File: src/rtl/rvp_pkg.sv
package rvp_pkg;
  localparam int ILEN = 32;
  localparam logic [6:0] OPC_OPIMM = 7'b0010011;
  localparam logic [6:0] OPC_LOAD  = 7'b0000011;
  localparam logic [2:0] F3_ADD    = 3'b000;
  localparam logic [2:0] F3_DWORD  = 3'b011;

  typedef enum logic [2:0] {
    ST_FETCH, ST_EXEC, ST_LOAD, ST_RETIRE, ST_HALT
  } core_st_e;
endpackage

File: src/rtl/rvp_regfile.sv
module rvp_regfile #(
  parameter int XLEN = 64,
  parameter int NREG = 32,
  localparam int AW = $clog2(NREG)
) (
  input  logic            clk_i,
  input  logic            rst_ni,
  input  logic [AW-1:0]   raddr_i,
  output logic [XLEN-1:0] rdata_o,
  input  logic            we_i,
  input  logic [AW-1:0]   waddr_i,
  input  logic [XLEN-1:0] wdata_i
);
  logic [XLEN-1:0] regs_q [NREG];

  always_ff @(posedge clk_i or negedge rst_ni) begin
    if (!rst_ni) begin
      for (int i = 0; i < NREG; i++) regs_q[i] <= '0;
    end else if (we_i && (waddr_i != '0)) begin
      regs_q[waddr_i] <= wdata_i;
    end
  end

  assign rdata_o = (raddr_i == '0) ? '0 : regs_q[raddr_i];
endmodule

File: src/rtl/rvp_decode.sv
module rvp_decode
  import rvp_pkg::*;
#(
  parameter int XLEN = 64,
  parameter int AW   = 5
) (
  input  logic [ILEN-1:0] instr_i,
  output logic            is_addi_o,
  output logic            is_ld_o,
  output logic [AW-1:0]   rs1_o,
  output logic [AW-1:0]   rd_o,
  output logic [XLEN-1:0] imm_o
);
  logic [6:0]  opc;
  logic [2:0]  f3;
  logic [11:0] imm12;

  assign opc   = instr_i[6:0];
  assign f3    = instr_i[14:12];
  assign imm12 = instr_i[31:20];

  assign is_addi_o = (opc == OPC_OPIMM) && (f3 == F3_ADD);
  assign is_ld_o   = (opc == OPC_LOAD)  && (f3 == F3_DWORD);
  assign rs1_o     = instr_i[15 +: AW];
  assign rd_o      = instr_i[7 +: AW];
  assign imm_o     = {{(XLEN-12){imm12[11]}}, imm12};
endmodule

File: src/rtl/rvp_load_unit.sv
module rvp_load_unit #(
  parameter int XLEN = 64,
  localparam int NBYTES = XLEN / 8,
  localparam int CW = $clog2(NBYTES)
) (
  input  logic            clk_i,
  input  logic            rst_ni,
  input  logic            start_i,
  input  logic [XLEN-1:0] base_i,
  output logic            req_o,
  output logic [XLEN-1:0] addr_o,
  input  logic [7:0]      byte_i,
  input  logic            err_i,
  output logic            done_o,
  output logic [XLEN-1:0] data_o
);
  logic            busy_q, phase_q, err_q;
  logic [CW-1:0]   cnt_q;
  logic [XLEN-1:0] base_q, buf_q, asm_d;
  logic            last_byte;

  assign last_byte = (cnt_q == CW'(NBYTES - 1));
  assign req_o     = busy_q && !phase_q;
  assign addr_o    = base_q + {{(XLEN-CW){1'b0}}, cnt_q};
  assign done_o    = busy_q && phase_q && last_byte;

  // final lane comes straight from the port so write-back needs no extra cycle
  always_comb begin
    asm_d = buf_q;
    asm_d[XLEN-1 -: 8] = byte_i;
  end
  assign data_o = (err_q || err_i) ? '0 : asm_d;

  always_ff @(posedge clk_i or negedge rst_ni) begin
    if (!rst_ni) begin
      busy_q  <= 1'b0;
      phase_q <= 1'b0;
      err_q   <= 1'b0;
      cnt_q   <= '0;
      base_q  <= '0;
      buf_q   <= '0;
    end else if (start_i) begin
      busy_q  <= 1'b1;
      phase_q <= 1'b0;
      err_q   <= 1'b0;
      cnt_q   <= '0;
      base_q  <= base_i;
    end else if (busy_q) begin
      phase_q <= ~phase_q;
      if (phase_q) begin
        buf_q[cnt_q*8 +: 8] <= byte_i;
        err_q <= err_q | err_i;
        if (last_byte) busy_q <= 1'b0;
        else           cnt_q  <= cnt_q + 1'b1;
      end
    end
  end
endmodule

File: src/rtl/rvp_core.sv
module rvp_core
  import rvp_pkg::*;
#(
  parameter int XLEN = 64,
  parameter int NREG = 32,
  parameter logic [XLEN-1:0] RESET_PC = 64'h1000,
  localparam int AW = $clog2(NREG)
) (
  input  logic            clk_i,
  input  logic            rst_ni,
  output logic            ifetch_req_o,
  output logic [XLEN-1:0] ifetch_addr_o,
  input  logic [ILEN-1:0] ifetch_data_i,
  output logic            dread_req_o,
  output logic [XLEN-1:0] dread_addr_o,
  input  logic [7:0]      dread_data_i,
  input  logic            dread_err_i,
  output logic            retire_o,
  output logic            illegal_o
);
  core_st_e        st_q;
  logic [XLEN-1:0] pc_q, npc_q;
  logic [AW-1:0]   ld_rd_q;

  logic            is_addi, is_ld;
  logic [AW-1:0]   rs1, rd;
  logic [XLEN-1:0] imm, rs1_val, sum;
  logic            in_exec, ld_start, ld_done;
  logic [XLEN-1:0] ld_data;
  logic            rf_we;
  logic [AW-1:0]   rf_waddr;
  logic [XLEN-1:0] rf_wdata;

  rvp_decode #(.XLEN(XLEN), .AW(AW)) u_dec (
    .instr_i   (ifetch_data_i),
    .is_addi_o (is_addi),
    .is_ld_o   (is_ld),
    .rs1_o     (rs1),
    .rd_o      (rd),
    .imm_o     (imm)
  );

  rvp_regfile #(.XLEN(XLEN), .NREG(NREG)) u_rf (
    .clk_i   (clk_i),
    .rst_ni  (rst_ni),
    .raddr_i (rs1),
    .rdata_o (rs1_val),
    .we_i    (rf_we),
    .waddr_i (rf_waddr),
    .wdata_i (rf_wdata)
  );

  rvp_load_unit #(.XLEN(XLEN)) u_ld (
    .clk_i   (clk_i),
    .rst_ni  (rst_ni),
    .start_i (ld_start),
    .base_i  (sum),
    .req_o   (dread_req_o),
    .addr_o  (dread_addr_o),
    .byte_i  (dread_data_i),
    .err_i   (dread_err_i),
    .done_o  (ld_done),
    .data_o  (ld_data)
  );

  assign in_exec  = (st_q == ST_EXEC);
  assign sum      = rs1_val + imm;
  assign ld_start = in_exec && is_ld;
  assign rf_we    = (in_exec && is_addi) || ((st_q == ST_LOAD) && ld_done);
  assign rf_waddr = in_exec ? rd : ld_rd_q;
  assign rf_wdata = in_exec ? sum : ld_data;

  assign ifetch_req_o  = (st_q == ST_FETCH);
  assign ifetch_addr_o = pc_q;
  assign retire_o      = (st_q == ST_RETIRE);
  assign illegal_o     = (st_q == ST_HALT);

  always_ff @(posedge clk_i or negedge rst_ni) begin
    if (!rst_ni) begin
      st_q    <= ST_FETCH;
      pc_q    <= RESET_PC;
      npc_q   <= RESET_PC;
      ld_rd_q <= '0;
    end else begin
      unique case (st_q)
        ST_FETCH: st_q <= ST_EXEC;
        ST_EXEC: begin
          if (is_addi) begin
            npc_q <= pc_q + XLEN'(4);
            st_q  <= ST_RETIRE;
          end else if (is_ld) begin
            npc_q   <= pc_q + XLEN'(4);
            ld_rd_q <= rd;
            st_q    <= ST_LOAD;
          end else begin
            st_q <= ST_HALT;
          end
        end
        ST_LOAD:   if (ld_done) st_q <= ST_RETIRE;
        ST_RETIRE: begin
          pc_q <= npc_q;
          st_q <= ST_FETCH;
        end
        ST_HALT:   st_q <= ST_HALT;
        default:   st_q <= ST_HALT;
      endcase
    end
  end
endmodule

File: config.mk
export PLATFORM = sky130hd
export DESIGN_NAME = rvp_core
export DESIGN_NICKNAME = d
export VERILOG_FILES = /design/src/rtl/rvp_pkg.sv /design/src/rtl/rvp_regfile.sv /design/src/rtl/rvp_decode.sv /design/src/rtl/rvp_load_unit.sv /design/src/rtl/rvp_core.sv
export SDC_FILE = /design/constraint.sdc
export NUM_CORES = 2
export LEC_CHECK = 0
export BUFFER_PORTS_ARGS = -buffer_cell sky130_fd_sc_hd__buf_4
export CAP_MARGIN = 30
export CORE_MARGIN = 10
export CORE_UTILIZATION = 40
export DETAILED_ROUTE_END_ITERATION = 6
export PLACE_DENSITY_LB_ADDON = 0.08
export SLEW_MARGIN = 15
export SYNTH_ARGS = -nofsm -noshare
export SYNTH_HDL_FRONTEND = slang
export SYNTH_SLANG_ARGS = --single-unit
export TNS_END_PERCENT = 50
File: constraint.sdc
create_clock -name clk_i -period 9.6 [get_ports clk_i]
set_clock_uncertainty 0.05 [all_clocks]
set_input_delay 0.96 -clock clk_i [delete_from_list [all_inputs] [get_ports clk_i]]
set_output_delay 0.96 -clock clk_i [all_outputs]
set_load 0.005 [all_outputs]
### After elaboration in Yosys (flattened, before gate mapping)

Index checks and enable logic that the tools add are counted.

* register bits: 2318
* input port bits: 43
* word-level logic and storage cells: 123

* $add $sub $neg: 5
* $lt $le $gt $ge: 3
* eq/ne operators: 10
* shift operators: 2
* muxes and demuxes: 30
* bitwise operators: 6
* reductions and logical operators: 25

Operator list (count)
* 2048-bit bitwise mux: 1
* 64-bit 2-to-1 mux: 8
* 64-bit binary-select mux with 5-bit select: 1
* 64-bit demux with 5-bit select: 1
* 64-bit by 3-bit adder with 64-bit output: 1
* 64-bit by 3-bit adder with 64-bit output, second input constant: 1
* 64-bit adder: 1
* 64-bit bitwise mux: 1
* 8-bit by 34-bit variable shift with 64-bit output, first input constant: 1
* 8-bit by 34-bit indexed part select with 64-bit output: 1
* 6-bit negation with 34-bit output: 1
* 3-bit 2-to-1 mux: 7
* 6-bit greater-or-equal comparator, second input constant: 2
* 5-bit NOT with 6-bit output: 2
* 3-bit case mux with 4 select lines: 1
* 1-bit logical AND: 10
* 3-bit by 2-bit == test with 1-bit output, second input constant: 3
* 1-bit 2-to-1 mux: 9
* 3-bit AND reduction: 3
* 7-bit by 2-bit == test with 1-bit output, second input constant: 1
* 7-bit by 5-bit == test with 1-bit output, second input constant: 1
* 3-bit == test, second input constant: 2
* 3-bit zero test: 2
* 6-bit by 1-bit < comparator with 1-bit output, second input constant: 1
* other kinds (12): 19

### Logic depth before layout (Yosys ltp)

* depth after elaboration: 8
* gate-level depth with buffers: 22
* mapped depth without buffers: 17

### Cells and area by module

From an unflattened synthesis, not the netlist that was laid out.

* cells, all modules: 7936
* area, all modules: 110491.0 µm²

By module, submodules not included
* rvp_regfile: instances 1, cells an instance 5731, area each 92119.6 µm², sequential area each 50998.9 µm²
* rvp_core: instances 1, cells an instance 1461, area each 11111.9 µm², sequential area each 3405.8 µm²
* rvp_load_unit: instances 1, cells an instance 664, area each 6662.6 µm², sequential area each 3153.0 µm²
* rvp_decode: instances 1, cells an instance 80, area each 596.8 µm², sequential area each 0.0 µm²

### Worst setup path after synthesis

No wires, ideal clock.

* path type: input to register
* from: input ifetch_data_i[15]
* to: register u_rf.regs_q[1008] in the netlist's numbering
* library setup time: 133 ps
* arrival time: 5995 ps
* data required time: 9417 ps
* slack: 3422 ps
* stages: 22
* buffers on the path: 5
* cell sequence: buf_4 -> buf_2 -> clkbuf_1 -> buf_1 -> mux4_2 -> mux4_2 -> mux2i_1 -> nor2_1 -> ha_1 -> inv_1 -> fa_1 -> and2b_1 -> o2111ai_1 -> and4b_1 -> nor3_2 -> o2111ai_1 -> a21o_1 -> a211oi_1 -> or3_1 -> a32oi_1 -> clkbuf_1 -> o21ai_0

* word-level cells in the longest chain between the ends: 8

Ends and longest elaborated chain
* start: declaration: RTL line rvp_core.sv:13 `input logic [ILEN-1:0] ifetch_data_i,`
* 5-bit NOT with 6-bit output (not written as such): RTL line rvp_regfile.sv:24 `assign rdata_o = (raddr_i == '0) ? '0 : regs_q[raddr_i];`
* 64-bit binary-select mux with 5-bit select: RTL line rvp_regfile.sv:24
* 64-bit 2-to-1 mux (not written as such) (2 in a row): RTL line rvp_regfile.sv:24
* 64-bit 2-to-1 mux *: RTL line rvp_regfile.sv:24
* 64-bit adder *: RTL line rvp_core.sv:67 `assign sum = rs1_val + imm;`
* 64-bit 2-to-1 mux *: RTL line rvp_core.sv:71 `assign rf_wdata = in_exec ? sum : ld_data;`
* 2048-bit bitwise mux *: RTL line rvp_regfile.sv:20 `regs_q[waddr_i] <= wdata_i;`
* end signal: indexed assignment: RTL line rvp_regfile.sv:20
* end: declaration: RTL line rvp_regfile.sv:14 `logic [XLEN-1:0] regs_q [NREG];`

Mark *: on every way between the ends. The rest lies on a longest branch, timed or not. The select of a mux whose other input is x is not followed.
A chain may end at the register's enable or synchronous reset.

### Final worst setup path

* from: input ifetch_data_i[16]
* to: register u_rf.regs_q[1320] in the netlist's numbering

The elaborated chain is that of the path after synthesis.

==> metrics.md <==
| Metric | Value |
|---|---|
| Mean Syn Cell Area | 10.71 um^2 |
| #FFs+latches synth | roughly 2300 |
| Mapped cell area | 104800 um^2 |
| CP Capture Type | flip-flop |
| Antenna viol nets, final | 0 |
| Non-filler cells, final | about 13000 |
| Height of the chip | 531.8 um |
| Slew Viols, Final | 0 |
| Clk root buf | clkbuf_16 |
| CTS Buf Count | roughly 270 |
| Clock transition at the registers of the reported paths | 60 ps |
| DRC | 0 |
| Total wire length | ~340000 um |
| Lkg Pwr | around 53 nW |
| RSZ-0062 raised after global routing | no |
| Yosys warnings | 0 |
| Status | finished, final reports clean |
| Worst Path Max Fanout | 78 |
| Starting density of the core | 0.4027 |
| Max transition margin | 0.2305 |
| Layout cells sized above 1 | 0.1736 |
| Cells after Synth | a little under 10000 |
| DRT iter0 DRCs | 6174 |
| CTS tree | done |
| Gr ovfl total | 0 |
| CP Data Required Time | between 10000 and 15000 ps |
| Post-route minimum period | roughly 7000 ps |
| Post-Place Cells | between 10000 and 15000 |
| Initial antenna violation count | 13 |
| Xor/xnor share of the synthesized area | 0.01513 |
| Final setup fails | 0 |
| Synth Area in Compound Gates | 0.1226 |
| Via count | 73490 |
| Worst-Margin Slew | 1154 ps |
| Synth top area cells | dfrtp_1 55%, mux4_2 14%, nand2_1 7.7% |
| Layout Nets | roughly 9700 |
| Mapped Nets | a little under 10000 |
| Hpwl dp | about 200000 um |
| Clk_lat worst skew | around 880 ps |
| Clk sinks | 2310 |
| GP Congestion | about 0.91 |
| Ports | roughly 180 |
| H-Tree Depth | 5 |
| I/O Buffers | approximately 170 |
| Cell Rows | 187 |
| Predominant post-synthesis flop cell | dfrtp_1 |
| Crit start category | input pin |
| Mux cell area share after synthesis | 0.1498 |
| Max-Cap Viols | 0 |
| Adder-Cell Fraction of Synth Area | 0.008860 |
| Power Dens Cells | between 150 and 200 nW/um^2 |
| Fin Hold WS | 34.93 ps |
| Synth cell types | 79 |
| Peak VDD IR | ~0.14 mV |
| Ys async rst share | 1.000 |
| Post-synthesis sequential area ratio | 0.5517 |
| Hold Vio Cnt, Final | 0 |
| Core footprint | about 260000 um^2 |
| Total GRT Usage | 0.2338 |
| Vias in the first global route | 73940 |
| Worst-case clock buffer depth | 4 |
| Post-synth top area share | 0.5512 |
| Largest net degree at the start of global routing | 175 |
| Cts hold-fix bufs | 0 |
| Drt pass-1 iters | 6 |
| Number of synthesized flops with an enable pin | 0 |
| WP data arrival | slightly below 8000 ps |
| Die area | 282800 um^2 |
| Post-CTS sizing | 0 |
| Max frequency | 0.1390 GHz |
| Vias per std cell | roughly 5.5 |
| First-pass GRT wire length | 505300 um |
| Largest family of logic cells by synthesized area | multiplexers |
| Overall die width | about 530 um |
| Final Cycle Share | 0.7496 |
| Number of post-CTS setup repair buffers | 0 |
| Kind of critical path | input pin to flip-flop |
| Synth area leader | dfrtp_1 |
| DR WL/cell | 25.42 um |
| Area Growth Syn to Fin | 13.54% |
| TNS Setup | 0 ps |
| Post-synthesis simple-gate area fraction | 0.1163 |
| Final core occ | 0.4573 |
| Worst hold path class | input pin to async pin |
logic make-up after synthesis:
logic type               after synthesis
adder cells (fa/ha/maj)               73
AND/OR/NAND/NOR                     3075
multiplexers                         762
AO/OA/AOI/OAI                       2423
buffers and inverters                961
flip-flops                          2310
XOR/XNOR                             181
worst max-delay path: stages:
cell	delay, ps
buf_8	600
buf_12	400
mux4_2	380
mux4_2	520
mux2i_1	780
nor2_1	110
ha_1	460
nand2_1	180
nor3_1	670
o2111ai_1	370
and2_4	310
or4_4	500
mux2_4	210
o21a_2	700
buf_4	360
o21ai_2	80
sequential cells by signal (all words and copies together), names as in the netlist:
register       count
u_ld.base_q       64
u_ld.phase_q       1
u_ld.buf_q        56
u_ld.cnt_q         3
u_ld.busy_q        1
u_rf.regs_q     2048
ifetch_addr_o     64
st_q               3
u_ld.err_q         1
ld_rd_q            5
npc_q             64
metal layers:
metal | vias to the layer above | track usage | wire length (um)
met3 | 472 | 0.03499 | 17170
met2 | 1903 | 0.3638 | 153000
li1 | 33460 | - | -
met1 | 37650 | 0.3442 | 158400
met5 | - | 0 | 13
met4 | 2 | 0.05922 | 8149
report_power, final:
part,switching (W),internal (W)
combinational,0.000509,0.000183
clock,0.00422,0.00606
sequential,0.000000186,0.00974
cell usage after synthesis (68+ instances only):
cell type and number:
a21oi_1 562, buf_2 70, clkbuf_1 781, dfrtp_1 2308
ha_1 71, mux2i_1 70, mux4_2 639, nand2_1 2145
nand3_1 68, nor2_1 665, o21ai_0 1582, xnor2_1 113
xor2_1 68
path summary, 6_finish.rpt:
kind,from,to,slack [ps],cells after the start
setup / recovery,ifetch_data_i[16],u_rf.regs_q[1320],2400,16
hold / removal,rst_ni,u_rf.regs_q[1347],30,1
setup reg to reg,u_rf.regs_q[1490],u_rf.regs_q[1320],3250,14
hold reg to reg,u_rf.regs_q[2031],u_rf.regs_q[2031],320,0
max in group asynchronous,rst_ni,u_rf.regs_q[1201],7150,3
min in group clk_i,ifetch_data_i[7],ld_rd_q[0],280,3
layout make-up:
| type | instances | area, um^2 |
|---|---|---|
| antenna | 6 | 15.01 |
| clock buffer | 399 | 8031 |
| clock inverter | 76 | 769.5 |
| fill | 24300 | 141200 |
| inverter | 42 | 157.7 |
| multi-input combinational | 6514 | 43850 |
| sequential | 2310 | 57810 |
| tap | 3496 | 4374 |
| timing repair buffer | 406 | 3958 |
stage by stage:
step                setup slack, ps  instance area (um^2)  power [W]
floorplan                      3422                104800    0.01022
global placement               1763                109400    0.01061
detailed placement             1684                109800    0.01062
CTS                            2635                118600    0.02097
global route                   2310                119000    0.02142
finish                         2404                119000    0.02071
cells in the final DEF, fill, tap and decap left out, types with 31 or more instances in the layout:
cell type,count
mux2i_1,69
mux4_2,639
nand3_1,67
buf_4,339
o21ai_2,31
clkinv_2,43
inv_1,41
clkbuf_16,278
dfrtp_1,2308
nor2_1,636
o31ai_1,40
mux2_2,52
o21ai_0,1581
a21o_1,38
xor2_1,68
a21oi_1,554
ha_1,71
clkbuf_1,59
nand2_4,31
nand4_1,55
o21ai_1,37
nand2_1,2114
a22oi_2,35
clkbuf_8,63
xnor2_1,113
(Power assumes the default switching activity.)
